--- src/rtl/vpk_pkg.sv ---
package vpk_pkg;
   localparam int HDR_BITS = 128;
   localparam int CNT_W    = 16;

   typedef struct packed {
      logic [47:0]      pad;
      logic [CNT_W-1:0] pix_off;
      logic [CNT_W-1:0] line;
      logic [CNT_W-1:0] frame;
      logic [31:0]      seq;
   } vpk_hdr_t;
endpackage

--- src/rtl/vpk_sync_track.sv ---
module vpk_sync_track
   import vpk_pkg::*;
(
   input  logic             clk,
   input  logic             rst,
   input  logic             pix_valid,
   input  logic             hsync,
   input  logic             vsync,
   output logic [CNT_W-1:0] frame_cnt,
   output logic [CNT_W-1:0] line_idx,
   output logic [CNT_W-1:0] pix_off
);
   logic hs_q, vs_q;
   logic hs_rise, vs_rise;

   assign hs_rise = hsync && !hs_q;
   assign vs_rise = vsync && !vs_q;

   always_ff @(posedge clk) begin
      if (rst) begin
         hs_q      <= 1'b0;
         vs_q      <= 1'b0;
         frame_cnt <= '0;
         line_idx  <= '0;
         pix_off   <= '0;
      end else begin
         hs_q <= hsync;
         vs_q <= vsync;
         if (vs_rise) begin
            frame_cnt <= frame_cnt + 1'b1;
            line_idx  <= '0;
            pix_off   <= '0;
         end else if (hs_rise) begin
            line_idx <= line_idx + 1'b1;
            pix_off  <= '0;
         end else if (pix_valid) begin
            pix_off <= pix_off + 1'b1;
         end
      end
   end

   AST_FRAME_STEP: assert property (@(posedge clk) disable iff (rst)
      (vsync && !vs_q) |=> (line_idx == '0 && frame_cnt == $past(frame_cnt) + 1'b1));
endmodule

--- src/rtl/vpk_fill_ctrl.sv ---
module vpk_fill_ctrl
   import vpk_pkg::*;
#(
   parameter  int NUM_BUF   = 8,
   parameter  int PAY_WORDS = 8,
   localparam int BI_W      = (NUM_BUF > 1) ? $clog2(NUM_BUF) : 1,
   localparam int PTR_W     = (PAY_WORDS > 1) ? $clog2(PAY_WORDS) : 1
)(
   input  logic               clk,
   input  logic               rst,
   input  logic               pix_valid,
   input  logic [CNT_W-1:0]   frame_cnt,
   input  logic [CNT_W-1:0]   line_idx,
   input  logic [CNT_W-1:0]   pix_off,
   input  logic               clr_en,
   input  logic [BI_W-1:0]    clr_idx,
   output logic               wr_en,
   output logic [BI_W-1:0]    wr_buf,
   output logic [PTR_W-1:0]   wr_ptr,
   output logic               hdr_we,
   output logic [BI_W-1:0]    hdr_idx,
   output vpk_hdr_t           hdr_val,
   output logic [NUM_BUF-1:0] full_vec,
   output logic               overflow,
   output logic               thread_sel
);
   logic             accept, last_slot, first_slot;
   logic [BI_W-1:0]  nxt_buf;
   logic [31:0]      seq_q;
   logic [CNT_W-1:0] cap_frame, cap_line, cap_off;
   logic             pend_q;
   logic [BI_W-1:0]  pend_idx;

   assign accept     = pix_valid && !full_vec[wr_buf];
   assign last_slot  = (wr_ptr == PTR_W'(PAY_WORDS - 1));
   assign first_slot = (wr_ptr == '0);
   assign nxt_buf    = (wr_buf == BI_W'(NUM_BUF - 1)) ? '0 : wr_buf + 1'b1;
   assign wr_en      = accept;
   assign hdr_we     = accept && last_slot;
   assign hdr_idx    = wr_buf;

   always_comb begin
      hdr_val         = '0;
      hdr_val.seq     = seq_q;
      hdr_val.frame   = first_slot ? frame_cnt : cap_frame;
      hdr_val.line    = first_slot ? line_idx  : cap_line;
      hdr_val.pix_off = first_slot ? pix_off   : cap_off;
   end

   always_ff @(posedge clk) begin
      if (rst) begin
         wr_buf     <= '0;
         wr_ptr     <= '0;
         seq_q      <= '0;
         cap_frame  <= '0;
         cap_line   <= '0;
         cap_off    <= '0;
         pend_q     <= 1'b0;
         pend_idx   <= '0;
         full_vec   <= '0;
         overflow   <= 1'b0;
         thread_sel <= 1'b0;
      end else begin
         if (accept) begin
            if (first_slot) begin
               cap_frame <= frame_cnt;
               cap_line  <= line_idx;
               cap_off   <= pix_off;
            end
            if (last_slot) begin
               wr_ptr     <= '0;
               wr_buf     <= nxt_buf;
               seq_q      <= seq_q + 32'd1;
               thread_sel <= nxt_buf[0];
            end else begin
               wr_ptr <= wr_ptr + 1'b1;
            end
         end
         if (pix_valid && full_vec[wr_buf])
            overflow <= 1'b1;
         pend_q   <= hdr_we;
         pend_idx <= wr_buf;
         for (int b = 0; b < NUM_BUF; b++) begin
            if (pend_q && pend_idx == BI_W'(b))
               full_vec[b] <= 1'b1;
            else if (clr_en && clr_idx == BI_W'(b))
               full_vec[b] <= 1'b0;
         end
      end
   end

   AST_OVF_STICKY: assert property (@(posedge clk) disable iff (rst)
      overflow |=> overflow);
   AST_THREAD_FLIP: assert property (@(posedge clk) disable iff (rst)
      (accept && last_slot) |=> (thread_sel != $past(thread_sel)));
   AST_SEQ_STEP: assert property (@(posedge clk) disable iff (rst)
      hdr_we |=> (seq_q == $past(seq_q) + 32'd1));
endmodule

--- src/rtl/vpk_drain.sv ---
module vpk_drain
   import vpk_pkg::*;
#(
   parameter  int NUM_BUF   = 8,
   parameter  int BUF_WORDS = 16,
   parameter  int HDR_WORDS = 8,
   parameter  int OUT_W     = 16,
   localparam int BI_W      = (NUM_BUF > 1) ? $clog2(NUM_BUF) : 1,
   localparam int RP_W      = (BUF_WORDS > 1) ? $clog2(BUF_WORDS) : 1
)(
   input  logic               clk,
   input  logic               rst,
   input  logic [NUM_BUF-1:0] full_vec,
   input  logic               out_ready,
   input  vpk_hdr_t           hdr_cur,
   input  logic [OUT_W-1:0]   pay_word,
   output logic [BI_W-1:0]    rd_buf,
   output logic [RP_W-1:0]    rd_ptr,
   output logic               out_valid,
   output logic [OUT_W-1:0]   out_data,
   output logic               out_last,
   output logic               clr_en,
   output logic [BI_W-1:0]    clr_idx
);
   logic [OUT_W-1:0] hdr_word [HDR_WORDS];
   logic             at_end, xfer;

   for (genvar g = 0; g < HDR_WORDS; g++) begin : g_hdr_slice
      assign hdr_word[g] = hdr_cur[g*OUT_W +: OUT_W];
   end

   assign out_valid = full_vec[rd_buf];
   assign at_end    = (rd_ptr == RP_W'(BUF_WORDS - 1));
   assign out_last  = out_valid && at_end;
   assign xfer      = out_valid && out_ready;
   assign clr_en    = xfer && at_end;
   assign clr_idx   = rd_buf;

   always_comb begin
      out_data = pay_word;
      for (int i = 0; i < HDR_WORDS; i++)
         if (rd_ptr == RP_W'(i))
            out_data = hdr_word[i];
   end

   always_ff @(posedge clk) begin
      if (rst) begin
         rd_buf <= '0;
         rd_ptr <= '0;
      end else if (xfer) begin
         if (at_end) begin
            rd_ptr <= '0;
            rd_buf <= (rd_buf == BI_W'(NUM_BUF - 1)) ? '0 : rd_buf + 1'b1;
         end else begin
            rd_ptr <= rd_ptr + 1'b1;
         end
      end
   end

   AST_HOLD_WORD: assert property (@(posedge clk) disable iff (rst)
      (out_valid && !out_ready) |=> (out_valid && $stable(out_data)));
   AST_START_AT_HDR: assert property (@(posedge clk) disable iff (rst)
      $rose(out_valid) |-> (rd_ptr == '0));
endmodule

--- src/rtl/pixel_buffer_packer.sv ---
module pixel_buffer_packer
   import vpk_pkg::*;
#(
   parameter int PIX_W     = 12,
   parameter int OUT_W     = 16,
   parameter int NUM_BUF   = 8,
   parameter int BUF_WORDS = 16
)(
   input  logic             clk,
   input  logic             rst,
   input  logic             pix_valid,
   input  logic [PIX_W-1:0] pix_data,
   input  logic             hsync,
   input  logic             vsync,
   output logic             out_valid,
   input  logic             out_ready,
   output logic [OUT_W-1:0] out_data,
   output logic             out_last,
   output logic             overflow,
   output logic             thread_sel
);
   localparam int HDR_WORDS = HDR_BITS / OUT_W;
   localparam int PAY_WORDS = BUF_WORDS - HDR_WORDS;
   localparam int TOTAL     = NUM_BUF * PAY_WORDS;
   localparam int ADDR_W    = (TOTAL > 1) ? $clog2(TOTAL) : 1;
   localparam int BI_W      = (NUM_BUF > 1) ? $clog2(NUM_BUF) : 1;
   localparam int PTR_W     = (PAY_WORDS > 1) ? $clog2(PAY_WORDS) : 1;
   localparam int RP_W      = (BUF_WORDS > 1) ? $clog2(BUF_WORDS) : 1;

   if (OUT_W < PIX_W || (HDR_BITS % OUT_W) != 0) begin : g_bad_width
      $error("word width must hold a pixel and divide the header");
   end
   if (NUM_BUF < 2 || (NUM_BUF % 2) != 0) begin : g_bad_pool
      $error("pool must hold an even number of buffers, at least two");
   end
   if (PAY_WORDS < 1) begin : g_bad_size
      $error("buffer must exceed its header");
   end

   logic [CNT_W-1:0]   frame_cnt, line_idx, pix_off;
   logic               wr_en, hdr_we, clr_en;
   logic [BI_W-1:0]    wr_buf, hdr_idx, rd_buf, clr_idx;
   logic [PTR_W-1:0]   wr_ptr;
   logic [RP_W-1:0]    rd_ptr;
   logic [NUM_BUF-1:0] full_vec;
   vpk_hdr_t           hdr_val, hdr_cur;
   vpk_hdr_t           hdr_q [NUM_BUF];
   logic [OUT_W-1:0]   mem_q [TOTAL];
   logic [OUT_W-1:0]   pix_word, pay_word;
   logic [ADDR_W-1:0]  wr_addr, rd_addr;

   if (OUT_W > PIX_W) begin : g_pad
      assign pix_word = {{(OUT_W-PIX_W){1'b0}}, pix_data};
   end else begin : g_nopad
      assign pix_word = pix_data;
   end

   vpk_sync_track u_sync (
      .clk(clk), .rst(rst), .pix_valid(pix_valid), .hsync(hsync), .vsync(vsync),
      .frame_cnt(frame_cnt), .line_idx(line_idx), .pix_off(pix_off)
   );

   vpk_fill_ctrl #(.NUM_BUF(NUM_BUF), .PAY_WORDS(PAY_WORDS)) u_fill (
      .clk(clk), .rst(rst), .pix_valid(pix_valid),
      .frame_cnt(frame_cnt), .line_idx(line_idx), .pix_off(pix_off),
      .clr_en(clr_en), .clr_idx(clr_idx),
      .wr_en(wr_en), .wr_buf(wr_buf), .wr_ptr(wr_ptr),
      .hdr_we(hdr_we), .hdr_idx(hdr_idx), .hdr_val(hdr_val),
      .full_vec(full_vec), .overflow(overflow), .thread_sel(thread_sel)
   );

   always_comb begin
      wr_addr = ADDR_W'(int'(wr_buf) * PAY_WORDS + int'(wr_ptr));
      if (int'(rd_ptr) >= HDR_WORDS)
         rd_addr = ADDR_W'(int'(rd_buf) * PAY_WORDS + int'(rd_ptr) - HDR_WORDS);
      else
         rd_addr = ADDR_W'(int'(rd_buf) * PAY_WORDS);
   end

   always_ff @(posedge clk) begin
      if (wr_en)
         mem_q[wr_addr] <= pix_word;
   end

   always_ff @(posedge clk) begin
      if (rst) begin
         for (int b = 0; b < NUM_BUF; b++)
            hdr_q[b] <= '0;
      end else if (hdr_we) begin
         hdr_q[hdr_idx] <= hdr_val;
      end
   end

   assign pay_word = mem_q[rd_addr];
   assign hdr_cur  = hdr_q[rd_buf];

   vpk_drain #(.NUM_BUF(NUM_BUF), .BUF_WORDS(BUF_WORDS), .HDR_WORDS(HDR_WORDS),
               .OUT_W(OUT_W)) u_drain (
      .clk(clk), .rst(rst), .full_vec(full_vec), .out_ready(out_ready),
      .hdr_cur(hdr_cur), .pay_word(pay_word),
      .rd_buf(rd_buf), .rd_ptr(rd_ptr),
      .out_valid(out_valid), .out_data(out_data), .out_last(out_last),
      .clr_en(clr_en), .clr_idx(clr_idx)
   );

   AST_NO_LIVE_WRITE: assert property (@(posedge clk) disable iff (rst)
      (wr_en && out_valid) |-> (wr_buf != rd_buf));
   AST_RESET_QUIET: assert property (@(posedge clk)
      $past(rst) |-> (!out_valid && !overflow && !thread_sel));
endmodule

--- config.mk ---
export PLATFORM = sky130hd
export DESIGN_NAME = pixel_buffer_packer
export DESIGN_NICKNAME = d
export VERILOG_FILES = /design/src/rtl/vpk_pkg.sv /design/src/rtl/vpk_sync_track.sv /design/src/rtl/vpk_fill_ctrl.sv /design/src/rtl/vpk_drain.sv /design/src/rtl/pixel_buffer_packer.sv
export SDC_FILE = /design/constraint.sdc
export NUM_CORES = 2
export LEC_CHECK = 0
export BUFFER_PORTS_ARGS = -buffer_cell sky130_fd_sc_hd__buf_2
export CAP_MARGIN = 15
export CORE_MARGIN = 2
export CORE_UTILIZATION = 25
export DETAILED_ROUTE_END_ITERATION = 12
export SLEW_MARGIN = 0
export SYNTH_ARGS = -nofsm -noshare
export SYNTH_HDL_FRONTEND = slang
export SYNTH_SLANG_ARGS = --single-unit
--- constraint.sdc ---
create_clock -name clk -period 4.3 [get_ports clk]
set_clock_uncertainty 0.1 [all_clocks]
set_input_delay 0.215 -clock clk [delete_from_list [all_inputs] [get_ports clk]]
set_output_delay 0.215 -clock clk [all_outputs]
set_load 0.01 [all_outputs]
==> flow_metrics.tcl <==
set metrics [dict create \
    async_flop_share_pct 0 \
    overflow 0 \
    holdWs_ns 0.05408 \
    holdPathEnd "mem_q[48][4]$_DFFE_PP_" \
    vdd_ir_drop_max_uv 418.5 \
    drtIter0Drc 5238 \
    worstSetupStartpointType "flop" \
    fin_crit_ns 4.332 \
    timing.final.ws_setup_ns -0.03150 \
    arrival_ns 4.02 \
    numPortBuffers 37 \
    die_x_um 517.9 \
    rr_worst_depth 6 \
    hold_path.class "in -> reg" \
    area.growth.synth_to_final_pct 17.85 \
    drc_errors 0 \
    cts_buffers 155 \
    core_area_um2 262500 \
    vias_per_cell 4.885 \
    post-place-ws_ns 0.2438 \
    fill_cells 26120 \
    worstReg2RegEnd "mem_q[2][0]$_DFFE_PP_" \
    avgSynthCellArea_um2 14.74 \
    ios 38 \
    grt_pass1_wl_mm 283.1 \
    placementRows 188 \
    wl_per_cell_um 23.62 \
    gp_congestion 0.9210 \
    yosys_most_used_dff "edfxtp_1" \
    nNetsFinal 4709 \
    netlist_instances 4478 \
    placed_cell_area_um2 71540 \
    cts_tree "built" \
    cts.sinks 1567 \
    h-tree-depth 4 \
    cp_max_fo 19 \
    maxSlewViolCount 0 \
    dpl.hpwl_mm 118.8 \
    cap_violations 0 \
    status "finished with violations" \
    p_per_area_nw_per_um2 402.4 \
    min_path_cells 2 \
    cts_buffer_depth 3 \
    violations "negative setup slack" \
    ys_seq_area_share_pct 68.86 \
    final-hold-violation-count 0 \
    routed_wirelength_mm 196.4 \
    synth_edf_count 1408 \
    r2r_setup_slack_ns 0.64 \
    setup_viol 1 \
    syn_nets 4517 \
    ant_nets 0 \
    post-place-cells 7964 \
    crit_path_end_kind "output port" \
    dieHeight_um 517.9 \
    first_pass_iters 8 \
    critPathRequiredTime_ns 3.98 \
    hp-start "pix_data[4]" \
    root_buffer "clkbuf_16" \
    fin_crit_sh_pct 100.7 \
    rsz0062_at_grt "yes" \
    worst-setup-path-type "reg -> out" \
    design_area_um2 77810 \
    floorplan.initialDensity_pct 25.15 \
    synth.cell_area_um2 66030 \
    antenna_found_initial 8 \
    fmaxAchievable_mhz 230.9 \
    leakagePower_nw 24.03 \
    fin_util_pct 29.64 \
    grtUsageTotal_pct 14.17 \
    clkTransAtPathRegs_ns 0.06 \
    fin_cells 8314 \
    grt_pass1_vias 39740 \
    synth_seq_cells 1567 \
    slew_headroom_pct 26.26 \
    ys_types 77 \
    tightest_slew_ns 1.106 \
    ys_warn_count 0 \
    drive_gt1_share_pct 19.65 \
    grt_max_degree 70 \
    clk-insertion-delay-late_ns 0.79 \
    num_vias 40610 \
    timing.rr.start "u_fill.hdr_idx[0]$_SDFFE_PP0P_" \
    die_area_um2 268200 \
]
## power by group
| group | switching (mW) | internal, mW |
|---|---|---|
| clock network | 5.90 | 7.52 |
| logic | 0.659 | 0.271 |
| registers | 0.0919 | 16.9 |
## final cells by class
| cell class | count | area [um^2] | share of cell area, % |
|---|---|---|---|
| well taps | 3515 | 4398 | 5.652 |
| clock buffers | 222 | 4394 | 5.647 |
| inverters | 25 | 100.1 | 0.1286 |
| multi-input cells | 2557 | 19570 | 25.15 |
| clock inverters | 63 | 576.8 | 0.7413 |
| flip-flops and latches | 1567 | 45490 | 58.46 |
| diodes | 1 | 2.502 | 0.003216 |
| repair buffers | 364 | 3283 | 4.219 |
## logic make-up (layout without fill, tap and decap cells)
| logic type | count (synthesis) | count (layout) | synth area share [%] |
|---|---|---|---|
| AND/OR/NAND/NOR | 1383 | 1384 | 9.937 |
| flip-flops | 1567 | 1567 | 68.86 |
| adder cells (fa/ha/maj) | 21 | 21 | 0.3979 |
| AO/OA/AOI/OAI | 590 | 590 | 6.039 |
| buffers and inverters | 355 | 674 | 2.452 |
| multiplexers | 498 | 498 | 11.47 |
| XOR/XNOR | 64 | 64 | 0.8490 |
| other | 0 | 1 | 0 |
## layer usage
metal | vias to the layer above | GRT usage (%) | routed length [um]
li1 | 17470 | - | -
met2 | 1935 | 22.75 | 92390
met5 | - | 0 | 12
met4 | 2 | 5.017 | 6887
met3 | 337 | 2.834 | 17410
met1 | 20860 | 18.98 | 79720
## worst max path at each step
stage	from	endpoint	slack, ns
after floorplan	u_fill.hdr_idx[0]$_SDFFE_PP0P_	hdr_q[4][0]$_SDFFCE_PN0P_	0.50
after detailed placement	u_drain.rd_ptr[3]$_SDFFE_PP0P_	out_data[6]	0.24
after CTS	u_drain.rd_ptr[3]$_SDFFE_PP0P_	out_data[5]	0.003
final	u_drain.rd_ptr[2]$_SDFFE_PP0P_	out_data[9]	-0.03
after global routing	u_drain.rd_ptr[2]$_SDFFE_PP0P_	out_data[9]	-0.05
after global placement	u_drain.rd_ptr[3]$_SDFFE_PP0P_	out_data[2]	0.21
## synthesized netlist by cell type, types with 21 or more instances
cell	count	area [um^2]
buf_4	24	180.2
dfxtp_1	159	3183
o221ai_1	41	359.1
buf_2	100	500.5
mux2i_1	260	2603
o21ai_0	98	490.5
a221oi_1	30	262.8
mux2_2	33	371.6
nor2b_1	36	225.2
and3_1	25	156.4
xor2_1	46	402.9
clkbuf_1	148	555.5
ha_1	21	262.8
o22ai_1	57	356.6
a21oi_1	130	650.6
nor3_1	40	200.2
nand2_1	158	593.1
edfxtp_1	1408	42280
a211oi_1	75	563.0
or3_1	28	175.2
mux4_2	203	4572
nor2_1	681	2556
buf_1	41	153.9
nand4_1	44	275.3
and2_1	233	1458
nand3_1	55	275.3
nand2b_1	24	150.1
## stage by stage
step	setup TNS (ns)	total power, mW
CTS	0	31.51
global route	-0.1158	32.18
finish	-0.03150	31.31
detailed placement	0	18.21
floorplan	0	17.69
global placement	0	18.18
## repair_timing
action | in CTS | in global routing
hold buffers | 10 | 0
buffers inserted | 29 | 19
endpoints found under the setup margin | 14 | 12
endpoints found under the hold margin | 162 | 0
pin swaps | 16 | 13
gates resized for setup | 95 | 54
cloned | 4 | 2
## state kept, by name, indices dropped and copies added, names as in the netlist, named ones only
register          count
u_fill.pend_q         1
u_drain.clr_idx       3
u_fill.full_vec       8
u_fill.wr_ptr         3
u_drain.rd_ptr        4
u_fill.overflow       1
u_fill.cap_line      16
u_sync.hs_q           1
u_sync.vs_q           1
u_sync.pix_off       16
u_fill.cap_frame     16
u_fill.seq_q         32
u_fill.cap_off       16
u_fill.pend_idx       3
u_fill.hdr_idx        3
hdr_q               640
u_sync.line_idx      16
mem_q               768
u_sync.frame_cnt     16
## worst max-delay path, cell delays in order (launching register included)
cell	delay [ns]
dfxtp_4	0.55
buf_4	0.27
nand2_2	0.10
buf_4	0.25
a221oi_1	0.65
a311oi_2	0.07
a2111oi_0	0.58
a211o_1	0.20
or4_4	0.19
a221oi_2	0.07
buf_4	0.16
buf_2	0.13
## layout by cell type, fill, tap and decap left out, types with 18 or more instances in the layout
cell type / instances
buf_2: 35
o22ai_1: 55
clkinv_1: 25
o211ai_1: 19
nand2_1: 151
nand4_1: 44
edfxtp_1: 1408
clkbuf_1: 45
dfxtp_1: 152
a211oi_1: 72
nor3_1: 34
mux2_2: 33
and2_1: 229
a21oi_1: 122
ha_1: 19
nand3_1: 51
xor2_1: 46
o21ai_0: 86
mux4_2: 203
clkbuf_16: 162
nor2_1: 675
mux2i_1: 255
buf_12: 31
o221ai_1: 41
buf_4: 260
and3_1: 24
nor2b_1: 35
clkinv_2: 21
a221oi_1: 18
or3_1: 21
Power figures use the tool's default switching activity.
